File: src/rtl/alu16_pkg.sv
package alu16_pkg;

  typedef enum logic [3:0] {
    OP_ADD = 4'd0,
    OP_SUB = 4'd1,
    OP_AND = 4'd2,
    OP_OR  = 4'd3,
    OP_XOR = 4'd4,
    OP_INC = 4'd5,
    OP_DEC = 4'd6,
    OP_NOT = 4'd7,
    OP_SHL = 4'd8,
    OP_SHR = 4'd9
  } alu_op_e;

  // packed MSB first: ovf is bit 5, cry is bit 0
  typedef struct packed {
    logic ovf;
    logic sgn;
    logic zro;
    logic par;
    logic aux;
    logic cry;
  } alu_flags_t;

  localparam int FLAG_W = $bits(alu_flags_t);

  function automatic logic op_defined(input logic [3:0] code);
    return code <= 4'(OP_SHR);
  endfunction

  function automatic logic op_is_arith(input logic [3:0] code);
    return (code == 4'(OP_ADD)) || (code == 4'(OP_SUB)) ||
           (code == 4'(OP_INC)) || (code == 4'(OP_DEC));
  endfunction

endpackage

File: src/rtl/alu16_adder.sv
module alu16_adder
  import alu16_pkg::*;
#(
  parameter int WIDTH  = 16,
  parameter int BYTE_W = 8,
  parameter int NIB_W  = 4
) (
  input  logic [WIDTH-1:0] am,
  input  logic [WIDTH-1:0] bm,
  input  logic             byte_mode,
  input  logic [3:0]       op_code,
  output logic [WIDTH-1:0] sum_o,
  output logic             carry_o,
  output logic             aux_o,
  output logic             ovf_o
);
  localparam logic [WIDTH-1:0] ONE       = WIDTH'(1);
  localparam logic [WIDTH-1:0] BYTE_MASK = WIDTH'((1 << BYTE_W) - 1);

  logic             is_sub, is_step, sa, sb, sr;
  logic [WIDTH-1:0] rhs, mask;
  logic [WIDTH:0]   ext;
  logic [NIB_W:0]   nib;

  always_comb begin
    is_sub  = (op_code == 4'(OP_SUB)) || (op_code == 4'(OP_DEC));
    is_step = (op_code == 4'(OP_INC)) || (op_code == 4'(OP_DEC));
    mask    = byte_mode ? BYTE_MASK : '1;
    rhs     = is_step ? ONE : bm;
    ext     = is_sub ? ({1'b0, am} - {1'b0, rhs}) : ({1'b0, am} + {1'b0, rhs});
    nib     = is_sub ? ({1'b0, am[NIB_W-1:0]} - {1'b0, rhs[NIB_W-1:0]})
                     : ({1'b0, am[NIB_W-1:0]} + {1'b0, rhs[NIB_W-1:0]});
    sum_o   = ext[WIDTH-1:0] & mask;
    carry_o = byte_mode ? ext[BYTE_W] : ext[WIDTH];
    aux_o   = nib[NIB_W];
    sa      = byte_mode ? am[BYTE_W-1]    : am[WIDTH-1];
    sb      = byte_mode ? rhs[BYTE_W-1]   : rhs[WIDTH-1];
    sr      = byte_mode ? sum_o[BYTE_W-1] : sum_o[WIDTH-1];
    ovf_o   = is_sub ? ((sa != sb) && (sr != sa)) : ((sa == sb) && (sr != sa));
  end
endmodule

File: src/rtl/alu16_logic_shift.sv
module alu16_logic_shift
  import alu16_pkg::*;
#(
  parameter int WIDTH  = 16,
  parameter int BYTE_W = 8
) (
  input  logic [WIDTH-1:0] am,
  input  logic [WIDTH-1:0] bm,
  input  logic             byte_mode,
  input  logic [3:0]       op_code,
  output logic [WIDTH-1:0] res_o,
  output logic             shc_o
);
  localparam logic [WIDTH-1:0] BYTE_MASK = WIDTH'((1 << BYTE_W) - 1);

  logic [WIDTH-1:0] mask;

  always_comb begin
    mask  = byte_mode ? BYTE_MASK : '1;
    shc_o = 1'b0;
    case (op_code)
      4'(OP_AND): res_o = am & bm;
      4'(OP_OR):  res_o = am | bm;
      4'(OP_XOR): res_o = am ^ bm;
      4'(OP_NOT): res_o = ~am & mask;
      4'(OP_SHL): begin
        res_o = (am << 1) & mask;
        shc_o = byte_mode ? am[BYTE_W-1] : am[WIDTH-1];
      end
      4'(OP_SHR): begin
        res_o = am >> 1;
        shc_o = am[0];
      end
      default:    res_o = am;
    endcase
  end
endmodule

File: src/rtl/alu16_flag_eval.sv
module alu16_flag_eval #(
  parameter int WIDTH  = 16,
  parameter int BYTE_W = 8
) (
  input  logic [WIDTH-1:0] res,
  input  logic             byte_mode,
  output logic             par_o,
  output logic             zro_o,
  output logic             sgn_o
);
  // parity over the low byte as an explicit xor chain
  logic [BYTE_W:0] chain;
  assign chain[0] = 1'b0;
  for (genvar i = 0; i < BYTE_W; i++) begin : g_par
    assign chain[i+1] = chain[i] ^ res[i];
  end

  assign par_o = ~chain[BYTE_W];
  assign zro_o = (res == '0);
  assign sgn_o = byte_mode ? res[BYTE_W-1] : res[WIDTH-1];
endmodule

File: src/rtl/alu16_flag_reg.sv
module alu16_flag_reg
  import alu16_pkg::*;
(
  input  logic       clk,
  input  logic       rst_n,
  input  logic       load,
  input  alu_flags_t d,
  output alu_flags_t q
);
  always_ff @(posedge clk or negedge rst_n) begin
    if (!rst_n)    q <= '0;
    else if (load) q <= d;
  end
endmodule

File: src/rtl/alu16_flags.sv
module alu16_flags
  import alu16_pkg::*;
#(
  parameter int WIDTH = 16
) (
  input  logic                clk,
  input  logic                rst_n,
  input  logic [3:0]          op_code,
  input  logic [WIDTH-1:0]    opnd_a,
  input  logic [WIDTH-1:0]    opnd_b,
  input  logic                byte_mode,
  input  logic                flag_wr,
  output logic [WIDTH-1:0]    result,
  output logic [FLAG_W-1:0]   flags_q
);
  localparam int BYTE_W = 8;
  localparam int NIB_W  = 4;
  localparam logic [WIDTH-1:0] BYTE_MASK = WIDTH'((1 << BYTE_W) - 1);

  logic [WIDTH-1:0] mask, am, bm, add_res, lgc_res;
  logic             add_c, add_aux, add_ovf, sh_c, arith, step;
  logic             par, zro, sgn;
  alu_flags_t       nxt, cur;

  assign mask = byte_mode ? BYTE_MASK : '1;
  assign am   = opnd_a & mask;
  assign bm   = opnd_b & mask;

  alu16_adder #(.WIDTH(WIDTH), .BYTE_W(BYTE_W), .NIB_W(NIB_W)) u_add (
    .am(am), .bm(bm), .byte_mode(byte_mode), .op_code(op_code),
    .sum_o(add_res), .carry_o(add_c), .aux_o(add_aux), .ovf_o(add_ovf)
  );

  alu16_logic_shift #(.WIDTH(WIDTH), .BYTE_W(BYTE_W)) u_lgc (
    .am(am), .bm(bm), .byte_mode(byte_mode), .op_code(op_code),
    .res_o(lgc_res), .shc_o(sh_c)
  );

  assign arith  = op_is_arith(op_code);
  assign step   = (op_code == 4'(OP_INC)) || (op_code == 4'(OP_DEC));
  assign result = arith ? add_res : lgc_res;

  alu16_flag_eval #(.WIDTH(WIDTH), .BYTE_W(BYTE_W)) u_eval (
    .res(result), .byte_mode(byte_mode),
    .par_o(par), .zro_o(zro), .sgn_o(sgn)
  );

  always_comb begin
    nxt.par = par;
    nxt.zro = zro;
    nxt.sgn = sgn;
    nxt.aux = arith & add_aux;
    nxt.ovf = arith & add_ovf;
    if (step)       nxt.cry = cur.cry;
    else if (arith) nxt.cry = add_c;
    else            nxt.cry = sh_c;
  end

  alu16_flag_reg u_flags (
    .clk(clk), .rst_n(rst_n),
    .load(flag_wr && op_defined(op_code)),
    .d(nxt), .q(cur)
  );

  assign flags_q = cur;
endmodule

File: config.mk
export PLATFORM = sky130hd
export DESIGN_NAME = alu16_flags
export DESIGN_NICKNAME = d
export VERILOG_FILES = /design/src/rtl/alu16_pkg.sv /design/src/rtl/alu16_adder.sv /design/src/rtl/alu16_logic_shift.sv /design/src/rtl/alu16_flag_eval.sv /design/src/rtl/alu16_flag_reg.sv /design/src/rtl/alu16_flags.sv
export SDC_FILE = /design/constraint.sdc
export NUM_CORES = 1
export LEC_CHECK = 0
export BUFFER_PORTS_ARGS = -buffer_cell sky130_fd_sc_hd__buf_2
export CORE_ASPECT_RATIO = 1.4
export CORE_MARGIN = 10
export CORE_UTILIZATION = 51
export DETAILED_ROUTE_END_ITERATION = 10
export PLACE_DENSITY = 0.73
export REMOVE_ABC_BUFFERS = 1
export SYNTH_ARGS = -nofsm -noshare
export SYNTH_HDL_FRONTEND = slang
export SYNTH_HIERARCHICAL = 1
export SYNTH_SLANG_ARGS = --single-unit
export TNS_END_PERCENT = 20
File: constraint.sdc
create_clock -name clk -period 3.88 [get_ports clk]
set_input_delay 0 -clock clk [delete_from_list [all_inputs] [get_ports clk]]
set_output_delay 0 -clock clk [all_outputs]
set_load 0.02 [all_outputs]
### Word-level counts from Yosys, hierarchy flattened

Index checks and enable logic that the tools add are counted.

| word-level totals | value |
|---|---|
| flip-flop bits (word level) | 6 |
| bits of input ports | 40 |
| output and inout bits | 22 |
| logic and storage cells | 68 |

| cells by class | value |
|---|---|
| $add $sub $neg | 4 |
| magnitude comparators | 1 |
| equality and inequality tests | 12 |
| multiplexer cells | 14 |
| bitwise gates (word level) | 20 |
| reduce and logical (&&, ||, !) cells | 11 |

Operator list:

| cell | number |
|---|---|
| AND 16 bit | 6 |
| one-hot mux 16 bit (6 select lines) | 1 |
| 2-to-1 mux 16 bit | 3 |
| adder 16 x 16 -> 17 bit | 1 |
| 2-to-1 mux 17 bit | 1 |
| subtractor 16 x 16 -> 17 bit | 1 |
| == test 4 x 3 -> 1 bit (second input constant) | 4 |
| zero test 16 bit | 1 |
| inverter 16 bit | 1 |
| bitwise OR 16 bit | 1 |
| bitwise XOR 16 bit | 1 |
| == test 4 x 2 -> 1 bit (second input constant) | 2 |
| == test 4 bit (second input constant) | 2 |
| 2-to-1 mux 1 bit | 7 |
| bitwise XOR 1 bit | 7 |
| adder 4 x 4 -> 5 bit | 1 |
| logical OR 1 bit | 5 |
| 2-to-1 mux 5 bit | 1 |
| subtractor 4 x 4 -> 5 bit | 1 |
| == test 4 x 1 -> 1 bit (second input constant) | 1 |
| <= comparator 4 bit (second input constant) | 1 |
| zero test 4 bit | 1 |
| logical AND 1 bit | 3 |
| AND 1 bit | 2 |
| other kinds (5) | 7 |

### Longest topological paths before layout

Gate-level depths: netlist of the first run.

| depth | value |
|---|---|
| depth in word-level cells | 15 |
| depth in mapped cells | 22 |
| gate-level depth less buffers | 20 |

### Cells and area by module

The synthesis of the first run kept the hierarchy.

Modules (own cells, without submodules):

| module | times used | cells each | area an instance (um2) |
|---|---|---|---|
| alu16_logic_shift | 1 | 231 | 1,707.9 |
| alu16_adder | 1 | 231 | 1,542.7 |
| alu16_flags | 1 | 53 | 459.2 |
| alu16_flag_reg | 1 | 13 | 251.5 |
| alu16_flag_eval | 1 | 13 | 128.9 |

### Worst setup path after synthesis of the first run

Ideal clock, no wire load.

| timing path | value |
|---|---|
| kind | input -> register |
| start point | input port op_code[0] |
| end point | register u_flags/q[3] (netlist name) |
| arrival | 4.018 ns |
| required time | 3.816 ns |
| path slack | -0.202 ns |
| stages on the path | 21 |
| buffers on the path | 2 |
| cells stage by stage | xor2_1 nand2_1 clkbuf_1 nand2b_1 inv_1 ha_1 clkbuf_1 inv_1 a2bb2oi_1 o22a_1 ha_1 a21oi_1 o221ai_1 a311oi_2 o211ai_1 a21oi_1 mux2_2 mux2_4 nor4_1 and4_1 mux2_4 |

RTL lines:

| element | line | text |
|---|---|---|
| from (decl) | alu16_flags.sv:8 | `input logic [3:0] op_code,` |
| to (signal assigned) | alu16_flag_reg.sv:11 | `if (!rst_n) q <= '0;` |
| to (signal assigned) | alu16_flag_reg.sv:12 | `else if (load) q <= d;` |
| to (decl) | alu16_flag_reg.sv:8 | `output alu_flags_t q` |

==> results of run 1 <==
==> where the power goes <==
part / total (W) / switching [W] / internal, W
sequential: 0.0000841 / 0.00000853 / 0.0000756
combinational: 0.000890 / 0.000485 / 0.000405
clock: 0.0000924 / 0.0000258 / 0.0000666
total: 0.00107 / 0.000519 / 0.000547
==> stage by stage <==
stage	power, W	cells	util (%)	area, um^2	setup WS (ns)
final	0.00107	743	63.2	4930	0.158
after global routing	0.00114	743	63.2	4930	-0.0318
after CTS	0.00104	741	62.5	4870	0.0669
after detailed placement	0.000947	737	61.8	4820	-0.130
after global placement	0.000924	737	61.8	4820	0.0243
after floorplan	0.000616	512	-	3910	-0.173
==> critical path: stages <==
cell	delay [ns]
buf_2	0.11
buf_4	0.16
nor4_2	0.42
nand3_1	0.20
nor2_1	0.19
nor3_1	0.06
o21ai_0	0.17
o21a_1	0.19
ha_1	0.33
a21oi_1	0.28
o21ai_0	0.16
a311o_1	0.36
o211ai_2	0.21
nor2_1	0.06
mux2_2	0.30
nor4_2	0.31
and4_1	0.23
mux2_4	0.15
==> final timing paths <==
path / from / to / slack [ns] / cells after the start
hold reg to reg: u_flags/q[4]$_DFFE_PN0P_ / u_flags/q[4]$_DFFE_PN0P_ / 0.52 / 1
setup / recovery: opnd_b[3] / u_flags/q[3]$_DFFE_PN0P_ / 0.16 / 18
max in group asynchronous: rst_n / u_flags/q[3]$_DFFE_PN0P_ / 3.59 / 2
setup reg to reg: u_flags/q[0]$_DFFE_PN0P_ / u_flags/q[0]$_DFFE_PN0P_ / 2.76 / 3
min in group clk: flag_wr / u_flags/q[0]$_DFFE_PN0P_ / 0.41 / 3
hold / removal: rst_n / u_flags/q[0]$_DFFE_PN0P_ / 0.14 / 2
==> cell usage after synthesis, types with 3 or more instances <==
library cell,number
a22o_1,7
o21ai_0,20
ha_1,50
nand2b_1,3
dfrtp_1,6
mux2_1,3
a31oi_1,8
nor2_1,33
a21o_1,7
nand3b_1,5
xor2_1,11
o21a_1,3
a21o_2,3
nor4_1,3
a22oi_1,10
o22ai_1,4
mux2_4,14
a21oi_1,39
buf_2,10
inv_1,53
o211ai_1,12
buf_6,5
nor3_1,10
mux2i_1,10
xnor2_1,10
nand4_1,5
a32oi_1,3
nor4b_1,3
a2bb2oi_1,6
a211oi_1,7
mux2_2,10
o221ai_1,8
a21boi_0,4
nand2_1,44
or3_1,3
nor2b_1,24
clkbuf_1,11
and3_1,3
nand3_1,7
==> logic make-up after synthesis <==
| group | after synthesis | synth area share, % |
|---|---|---|
| compound gates | 172 | 30.3 |
| xor+xnor | 23 | 5.60 |
| fa+ha+maj | 51 | 15.8 |
| buf+inv | 83 | 9.33 |
| flops | 6 | 3.67 |
| mux | 37 | 11.2 |
| simple gates | 169 | 24.2 |
==> area by class of cell <==
class,count,area [um^2],share of cell area [%]
multi-input cells,452,3600,73.0
clock buffers,3,41.3,0.838
repair buffers,128,811,16.4
inverters,54,203,4.11
flip-flops and latches,6,150,3.05
well taps,100,125,2.54
==> timing repair <==
| action | CTS | global route |
|---|---|---|
| gates resized for setup | 0 | 10 |
| setup buffers | 0 | 2 |
| hold endpoints to repair | 6 | 0 |
| hold buffers | 1 | 0 |
| endpoints found under the setup margin | 0 | 3 |
==> routing by layer <==
layer / vias up / wire length, um / GRT usage [%]
li1: 2210 / - / -
met4: 0 / 1020 / 14.9
met2: 215 / 7520 / 41.4
met5: - / 0 / 0
met1: 2241 / 5550 / 27.2
met3: 59 / 731 / 1.66
==> summary.md, run 1 <==
| Metric | Value |
|---|---|
| Total track usage | `23.9%` |
| First-pass GRT wire length | `23.8 mm` |
| Vias per cell | `6.36` |
| Clock Skew | `0 ns` |
| ANT nets after route | `0` |
| Regs by FF count | `u_flags/q x6` |
| Biggest register | `u_flags/q` |
| Largest net degree at the start of global routing | `39` |
| Status | `complete, no violations` |
| Vias in the first global route | `4704` |
| Leakage | `2.39 nW` |
| Total gr overflow | `0` |
| Area leader, netlist | `ha_1` |
| PD cells | `216 nW/um^2` |
| Cells after Synth | `541` |
| Slew @ Worst Pin | `0.740 ns` |
| Post-synth EDFFs | `0` |
| Routed len/inst | `19.9 um` |
| Synthesis-to-finish area growth | `20.5%` |
| Clk Latency, worst-skew pair | `0.22 ns` |
| CTS max path bufs | `2` |
| Synth top area cells | `ha_1, mux2_4, inv_1` |
| Crit start category | `input port` |
| Max Cap Viol | `0` |
| Commonest non-fill, non-tap cells in the layout | `buf_4, buf_2, inv_1` |
| Most common cell after layout, fill and taps aside | `buf_4` |
| Total CTS buffers | `3` |
| Initial antenna violation count | `0` |
| Ys async rst share | `100%` |
| Drt pass-1 iters | `6` |
| Crit path kind | `input port to flip-flop` |
| Port Buffers | `61` |
| Max reg flops | `6` |
| Die area | `12100 um^2` |
| Tcrit/Tclk final | `95.9%` |
| Core box area | `7800 um^2` |
| IO Count | `62` |
| Crit path required time | `4.04 ns` |
| Final setup vio count | `0` |
| Die Span Y | `126 um` |
| CP Capture Type | `flip-flop` |
| Initial Util | `52.5%` |
| Drt total wl | `14.8 mm` |
| # DRC | `0` |
| Cell Area, Synth | `4090 um^2` |
| Pins over their slew limit | `0` |
| Synth Register Bits | `6` |
| Register area share after synthesis | `3.67%` |
| Fin. Hold Viols | `0` |
| Fraction of layout cells with a size suffix above 1 | `28.9%` |
| Setup TNS | `0 ns` |
| Max frequency | `269 MHz` |
| Ant. Diodes | `0` |
| Dpl hpwl | `11.8 mm` |
| First-iteration detailed-routing DRC count | `396` |
| Die Wd | `95.7 um` |
| Peak VDD IR | `245 uV` |
| Arrival time worst endpoint | `3.88 ns` |
| Total number of vias | `4725` |
| Hold slack | `0.143 ns` |
| Clock transition at path regs | `0.04 ns` |
| Filler Cells Inserted | `758` |
| CTS tree | `built` |
| Clock root buffer master | `clkbuf_8` |
| Share of the synthesized area in the top cell type | `15.3%` |
| Unique masters post-synth | `86` |
| Row cnt | `38` |
| Gpl congestion | `0.986` |
| Worst Hold Class | `input port to async pin` |
| Avg Inst Size Synth | `7.56 um^2` |
| Yosys warns | `6` |
| Crit path max fanout | `7` |
| Final Critical Period | `3.72 ns` |
| Nets | `736` |
| Ys flop type | `dfrtp_1` |
| Clock Sink Count | `6` |
| Slew headroom | `50.6%` |
| Total number of H-tree levels | `1` |
(Power assumes the default switching activity.)
==> run 2, diff against run 1 <==
CORE_ASPECT_RATIO = 0.8   (was 1.4)
CORE_UTILIZATION = 28   (was 51)
PLACE_DENSITY = default   (was 0.73)
clock period = 4.6 ns   (was 3.88 ns; I/O delays follow)
==> summary.md, run 2 (synthesized netlist as in run 1, its figures left out) <==
| Metric | Value |
|---|---|
| Setup TNS | `0 ns (unchanged)` |
| Top routing layer in use | `met4 (unchanged)` |
| Crit path kind | `input port to flip-flop (unchanged)` |
| Slew @ Worst Pin | `0.743 ns (was 0.740 ns)` |
| Arrival time worst endpoint | `4.13 ns (was 3.88 ns)` |
| Worst setup margin | `0.637 ns (was 0.158 ns)` |
| Reg2Reg Launch Point | `u_flags/q[0]$_DFFE_PN0P_ (unchanged)` |
| CTS max path bufs | `2 (unchanged)` |
| Max frequency | `252 MHz` |
| Clk Latency, worst-skew pair | `0.22 ns (about the same)` |
| Clock power share | `15.6% (was 8.7%)` |
| Post-DP Area | `4520 um^2 (was 4820 um^2)` |
| Dpl hpwl | `11.4 mm (was 11.8 mm)` |
| DP Worst Slack | `0.464 ns (was -0.130 ns)` |
| CTS resizes | `0 (unchanged)` |
| Total number of vias | `4283 (was 4725)` |
| Drt pass-1 iters | `5 (was 6)` |
| Biggest register | `u_flags/q (unchanged)` |
| Internal | `0.000457 W (was 0.000547 W)` |
| Port Buffers | `61 (unchanged)` |
| Post-Route M1 WL | `6.99 mm (was 5.55 mm)` |
| Clock Skew | `0 ns (unchanged)` |
| Sw Share | `48.1% (was 48.7%)` |
| Row cnt | `39 (was 38)` |
| First-pass GRT wire length | `22.8 mm (was 23.8 mm)` |
| Crit path max fanout | `12 (was 7)` |
| Die area | `19900 um^2 (was 12100 um^2)` |
| P_sw | `0.000423 W (was 0.000519 W)` |
| Total number of H-tree levels | `1 (unchanged)` |
| Pins over their slew limit | `0 (unchanged)` |
| Gpl congestion | `0.941 (was 0.986)` |
| Power after layout | `0.000881 W (was 0.00107 W)` |
| Fin. Hold Viols | `0 (unchanged)` |
| Worst Hold Class | `input port to async pin (unchanged)` |
| Final setup vio count | `0 (unchanged)` |
| Crit start category | `input port (unchanged)` |
| Max Cap Viol | `0 (unchanged)` |
| Peak VDD IR | `94.3 uV (was 245 uV)` |
| Total track usage | `13.8% (was 23.9%)` |
| Vias in the first global route | `3961 (was 4704)` |
| Reg2reg path depth | `3 (unchanged)` |
| IO Count | `62 (unchanged)` |
| Most common cell after layout, fill and taps aside | `buf_2 (was buf_4)` |
| Tcrit/Tclk final | `86.1%` |
| Leakage | `2.13 nW (was 2.39 nW)` |
| Die Span Y | `128 um (was 126 um)` |
| Status | `complete, no violations (unchanged)` |
| Core box area | `14300 um^2 (was 7800 um^2)` |
| Clock root buffer master | `clkbuf_16 (was clkbuf_8)` |
| PD cells | `191 nW/um^2 (was 216 nW/um^2)` |
| Die Wd | `155 um (was 95.7 um)` |
| Vias per cell | `5.56 (was 6.36)` |
| Ant. Diodes | `0 (unchanged)` |
| CTS tree | `built (unchanged)` |
| Slew headroom | `50.4% (was 50.6%)` |
| Routed len/inst | `18.7 um (was 19.9 um)` |
| Fin area | `4610 um^2 (was 4930 um^2)` |
| RSZ-0062 raised after global routing | `no` |
| Total gr overflow | `0 (unchanged)` |
| Initial antenna violation count | `0 (unchanged)` |
| Largest net degree at the start of global routing | `41 (was 39)` |
| Clock Sink Count | `6 (unchanged)` |
| R2R Setup Slk | `3.44 ns (was 2.76 ns)` |
| Drt total wl | `14.4 mm (was 14.8 mm)` |
| First-iteration detailed-routing DRC count | `446 (was 396)` |
| Final Critical Period | `3.96 ns` |
| Worst r2r dst | `u_flags/q[0]$_DFFE_PN0P_ (unchanged)` |
| Clock transition at path regs | `0.03 ns (was 0.04 ns)` |
| Filler Cells Inserted | `1583 (was 758)` |
| Metal2 WL | `6.23 mm (was 7.52 mm)` |
| Nets | `680 (was 736)` |
| Regs by FF count | `u_flags/q x6 (unchanged)` |
| Synthesis-to-finish area growth | `12.6% (was 20.5%)` |
| Total CTS buffers | `3 (unchanged)` |
| Sequential Power Share | `8.0% (was 7.9%)` |
| Fraction of layout cells with a size suffix above 1 | `20.8% (was 28.9%)` |
| Crit path required time | `4.76 ns (was 4.04 ns)` |
| ANT nets after route | `0 (unchanged)` |
| Max reg flops | `6 (unchanged)` |
| Initial Util | `28.6% (was 52.5%)` |
| Comb pwr share | `76.4% (was 83.4%)` |
| # DRC | `0 (unchanged)` |
| Commonest non-fill, non-tap cells in the layout | `buf_2, inv_1, ha_1 (was buf_4, buf_2, inv_1)` |
| Wire length on met3 | `1.16 mm (was 731 um)` |
| CP Capture Type | `flip-flop (unchanged)` |
[run 2: power by group through the flow]
| stage | Clock [W] | Sequential (W) | Combinational, W |
|---|---|---|---|
| 2_1_floorplan | 0 | 0.0000825 | 0.000437 |
| 3_3_place_gp | 0 | 0.0000709 | 0.000669 |
| 3_5_place_dp | 0 | 0.0000704 | 0.000668 |
| 4_1_cts | 0.000139 | 0.0000705 | 0.000672 |
| 5_1_grt | 0.000143 | 0.0000717 | 0.000741 |
| 6_report | 0.000138 | 0.0000702 | 0.000673 |
[run 2: final cells by class]
type | instances | area (um^2) | share of cell area [%]
flip-flops and latches | 6 | 150 | 3.26
repair buffers | 72 | 390 | 8.47
inverters | 54 | 203 | 4.40
multi-input cells | 452 | 3560 | 77.2
well taps | 184 | 230 | 5.00
clock buffers | 3 | 75.1 | 1.63
[run 2: worst max-delay path by stage]
stage               start                  endpoint  slack, ns
2_1_floorplan  op_code[0]  u_flags/q[3]$_DFFE_PN0P_       0.55
3_3_place_gp   op_code[1]  u_flags/q[3]$_DFFE_PN0P_       0.50
3_5_place_dp   op_code[0]  u_flags/q[3]$_DFFE_PN0P_       0.46
4_1_cts        op_code[0]  u_flags/q[3]$_DFFE_PN0P_       0.68
5_1_grt        op_code[0]  u_flags/q[3]$_DFFE_PN0P_       0.24
6_report       op_code[0]  u_flags/q[3]$_DFFE_PN0P_       0.64
[run 2: critical path, cell delays in order]
cell and delay [ns]:
buf_2 0.11, xor2_1 0.17, nand2_1 0.11, nand2b_1 0.10
inv_1 0.07, ha_1 0.42, inv_1 0.15, a2bb2oi_1 0.16
o22a_1 0.17, ha_1 0.29, a21oi_1 0.28, o221ai_1 0.22
a311oi_2 0.43, o211ai_1 0.15, a21oi_1 0.17, mux2_2 0.35
mux2_4 0.28, nor4_1 0.15, and4_1 0.21, mux2_4 0.13
[run 2: what timing repair did]
item                                   in CTS  in global routing
hold buffers                                1                  0
endpoints found under the hold margin       6                  0
buffers inserted                            0                  0
setup endpoints to repair                   0                  0
[run 2: metrics by stage]
step,hold WS [ns],util (%),cells
3_5_place_dp,-0.171,31.6,767
6_report,0.139,32.2,771
5_1_grt,0.162,32.2,771
4_1_cts,0.145,32.2,771
2_1_floorplan,-0.296,-,512
3_3_place_gp,-0.170,31.6,767
[run 2: metal layers]
metal,global-route usage (%),vias up
met5,0,-
met1,20.0,2022
met2,21.3,164
met4,1.22,0
met3,2.62,4
li1,-,2093
==> run 3, diff against run 2 <==
CAP_MARGIN = 20   (was default)
CTS_BUF_LIST = sky130_fd_sc_hd__clkbuf_8   (was default)
==> summary.md, run 3 (synthesized netlist as in run 1, its figures left out) <==
| Metric | Value |
|---|---|
| Leakage | `2.11 nW (was 2.13 nW)` |
| RSZ-0062 raised after global routing | `no (unchanged)` |
| CP peak stage delay | `0.42 ns (was 0.43 ns)` |
| Crit path max fanout | `12 (unchanged)` |
| Total track usage | `13.8% (about the same)` |
| Commonest non-fill, non-tap cells in the layout | `buf_2, inv_1, ha_1 (unchanged)` |
| Synthesis-to-finish area growth | `11.8% (was 12.6%)` |
| First-iteration detailed-routing DRC count | `487 (was 446)` |
| Biggest register | `u_flags/q (unchanged)` |
| Nets | `680 (unchanged)` |
| Crit path kind | `input port to flip-flop (unchanged)` |
| Final Critical Period | `3.97 ns (was 3.96 ns)` |
| Initial antenna violation count | `0 (unchanged)` |
| Total gr overflow | `0 (unchanged)` |
| Drt total wl | `14.4 mm (about the same)` |
| Vias per cell | `5.55 (was 5.56)` |
| Fin. Hold Viols | `0 (unchanged)` |
| Clk Latency, worst-skew pair | `0.21 ns (was 0.22 ns)` |
| Port Buffers | `61 (unchanged)` |
| Fraction of layout cells with a size suffix above 1 | `20.8% (unchanged)` |
| Total CTS buffers | `3 (unchanged)` |
| IO Count | `62 (unchanged)` |
| Slew headroom | `50.6% (was 50.4%)` |
| Slowest CP cell | `ha_1 (was a311oi_2)` |
| Max reg flops | `6 (unchanged)` |
| Number of buffers and inverters on the critical path | `3 (unchanged)` |
| Routed len/inst | `18.7 um (about the same)` |
| Die Wd | `155 um (unchanged)` |
| CP delay by family, top | `compound AO/OA/AOI/OAI gates (unchanged)` |
| Pins over their slew limit | `0 (unchanged)` |
| Worst Hold Class | `input port to async pin (unchanged)` |
| Most common cell after layout, fill and taps aside | `buf_2 (unchanged)` |
| Clock transition at path regs | `0.03 ns (about the same)` |
| Crit start category | `input port (unchanged)` |
| Final non-filler cell total | `771 (unchanged)` |
| Row cnt | `39 (unchanged)` |
| Final setup vio count | `0 (unchanged)` |
| Max Cap Viol | `0 (unchanged)` |
| Largest net degree at the start of global routing | `41 (unchanged)` |
| Total number of vias | `4281 (was 4283)` |
| Ant. Diodes | `0 (unchanged)` |
| Initial Util | `28.6% (unchanged)` |
| CTS tree | `built (unchanged)` |
| Drt pass-1 iters | `5 (unchanged)` |
| Total number of H-tree levels | `1 (unchanged)` |
| Status | `complete, no violations (unchanged)` |
| Arrival time worst endpoint | `4.12 ns (was 4.13 ns)` |
| Slew @ Worst Pin | `0.740 ns (was 0.743 ns)` |
| Clock Skew | `0 ns (unchanged)` |
| Core box area | `14300 um^2 (unchanged)` |
| Peak VDD IR | `71.6 uV (was 94.3 uV)` |
| # DRC | `0 (unchanged)` |
| Max frequency | `252 MHz (about the same)` |
| Worst path cell trace | `buf_2 -> xor2_1 -> nand2_1 -> nand2b_1 -> inv_1 -> ha_1 -> inv_1 -> a2bb2oi_1 -> o22a_1 -> ha_1 -> a21oi_1 -> o221ai_1 -> a311oi_2 -> o211ai_1 -> a21oi_1 -> mux2_2 -> mux2_4 -> nor4_1 -> and4_1 -> mux2_4 (unchanged)` |
| CTS resizes | `0 (unchanged)` |
| CTS max path bufs | `2 (unchanged)` |
| Clock root buffer master | `clkbuf_8 (was clkbuf_16)` |
| Die area | `19900 um^2 (unchanged)` |
| Power after layout | `0.000819 W (was 0.000881 W)` |
| Vias in the first global route | `3960 (was 3961)` |
| PD cells | `179 nW/um^2 (was 191 nW/um^2)` |
| Cells after DPL | `767 (unchanged)` |
| # Post-CTS Setup Buffers | `0 (unchanged)` |
| ANT nets after route | `0 (unchanged)` |
| First-pass GRT wire length | `22.8 mm (about the same)` |
| Clock Sink Count | `6 (unchanged)` |
| Crit path required time | `4.75 ns (was 4.76 ns)` |
| Die Span Y | `128 um (unchanged)` |
| CP Capture Type | `flip-flop (unchanged)` |
| Dpl hpwl | `11.4 mm (unchanged)` |
| Regs by FF count | `u_flags/q x6 (unchanged)` |
| Hold-fix buffers, CTS | `1 (unchanged)` |
| Gpl congestion | `0.941 (unchanged)` |
| Setup TNS | `0 ns (unchanged)` |
| Tcrit/Tclk final | `86.3% (was 86.1%)` |
==> run 3: cell counts in the layout (fill, tap and decap cells not counted) <==
Identical to the previous run, type by type.
==> run 3: layout make-up <==
cell class / count / area (um^2)
multi-input cells: 452 / 3560
clock buffers: 3 / 41.3
fillers: 1588 / 9720
inverters: 54 / 203
repair buffers: 72 / 390
flip-flops and latches: 6 / 150
well taps: 184 / 230
==> run 3: worst paths after layout <==
kind / start / end / slack (ns) / depth (start not counted)
min in group clk: flag_wr / u_flags/q[2]$_DFFE_PN0P_ / 0.40 / 3
min reg2reg: u_flags/q[1]$_DFFE_PN0P_ / u_flags/q[1]$_DFFE_PN0P_ / 0.51 / 1
max: op_code[0] / u_flags/q[3]$_DFFE_PN0P_ / 0.63 / 20
max reg2reg: u_flags/q[0]$_DFFE_PN0P_ / u_flags/q[0]$_DFFE_PN0P_ / 3.43 / 3
min: rst_n / u_flags/q[1]$_DFFE_PN0P_ / 0.15 / 2
max in group asynchronous: rst_n / u_flags/q[3]$_DFFE_PN0P_ / 4.31 / 2
==> run 3: metal layers <==
metal	global-route usage, %	vias to the layer above	wire length [um]
met4	1.22	0	49
li1	-	2091	-
met1	20.0	2016	6980
met5	0	-	0
met2	21.3	170	6230
met3	2.52	4	1190
==> run 3: report_power, final <==
group | leakage, nW | switching (W) | total, W | internal [W]
Clock | 0.0216 | 0.0000192 | 0.0000751 | 0.0000559
Sequential | 0.0785 | 0.00000645 | 0.0000702 | 0.0000638
Combinational | 2.01 | 0.000392 | 0.000674 | 0.000282
Total | 2.11 | 0.000417 | 0.000819 | 0.000402
==> run 3: through the flow <==
step	hold slack, ns	cell area, um^2	setup WS [ns]	util (%)
6_report	0.145	4570	0.630	32.0
3_3_place_gp	-0.170	4520	0.502	31.6
4_1_cts	0.149	4570	0.675	32.0
5_1_grt	0.166	4570	0.239	32.0
2_1_floorplan	-0.296	3910	0.547	-
3_5_place_dp	-0.171	4520	0.464	31.6
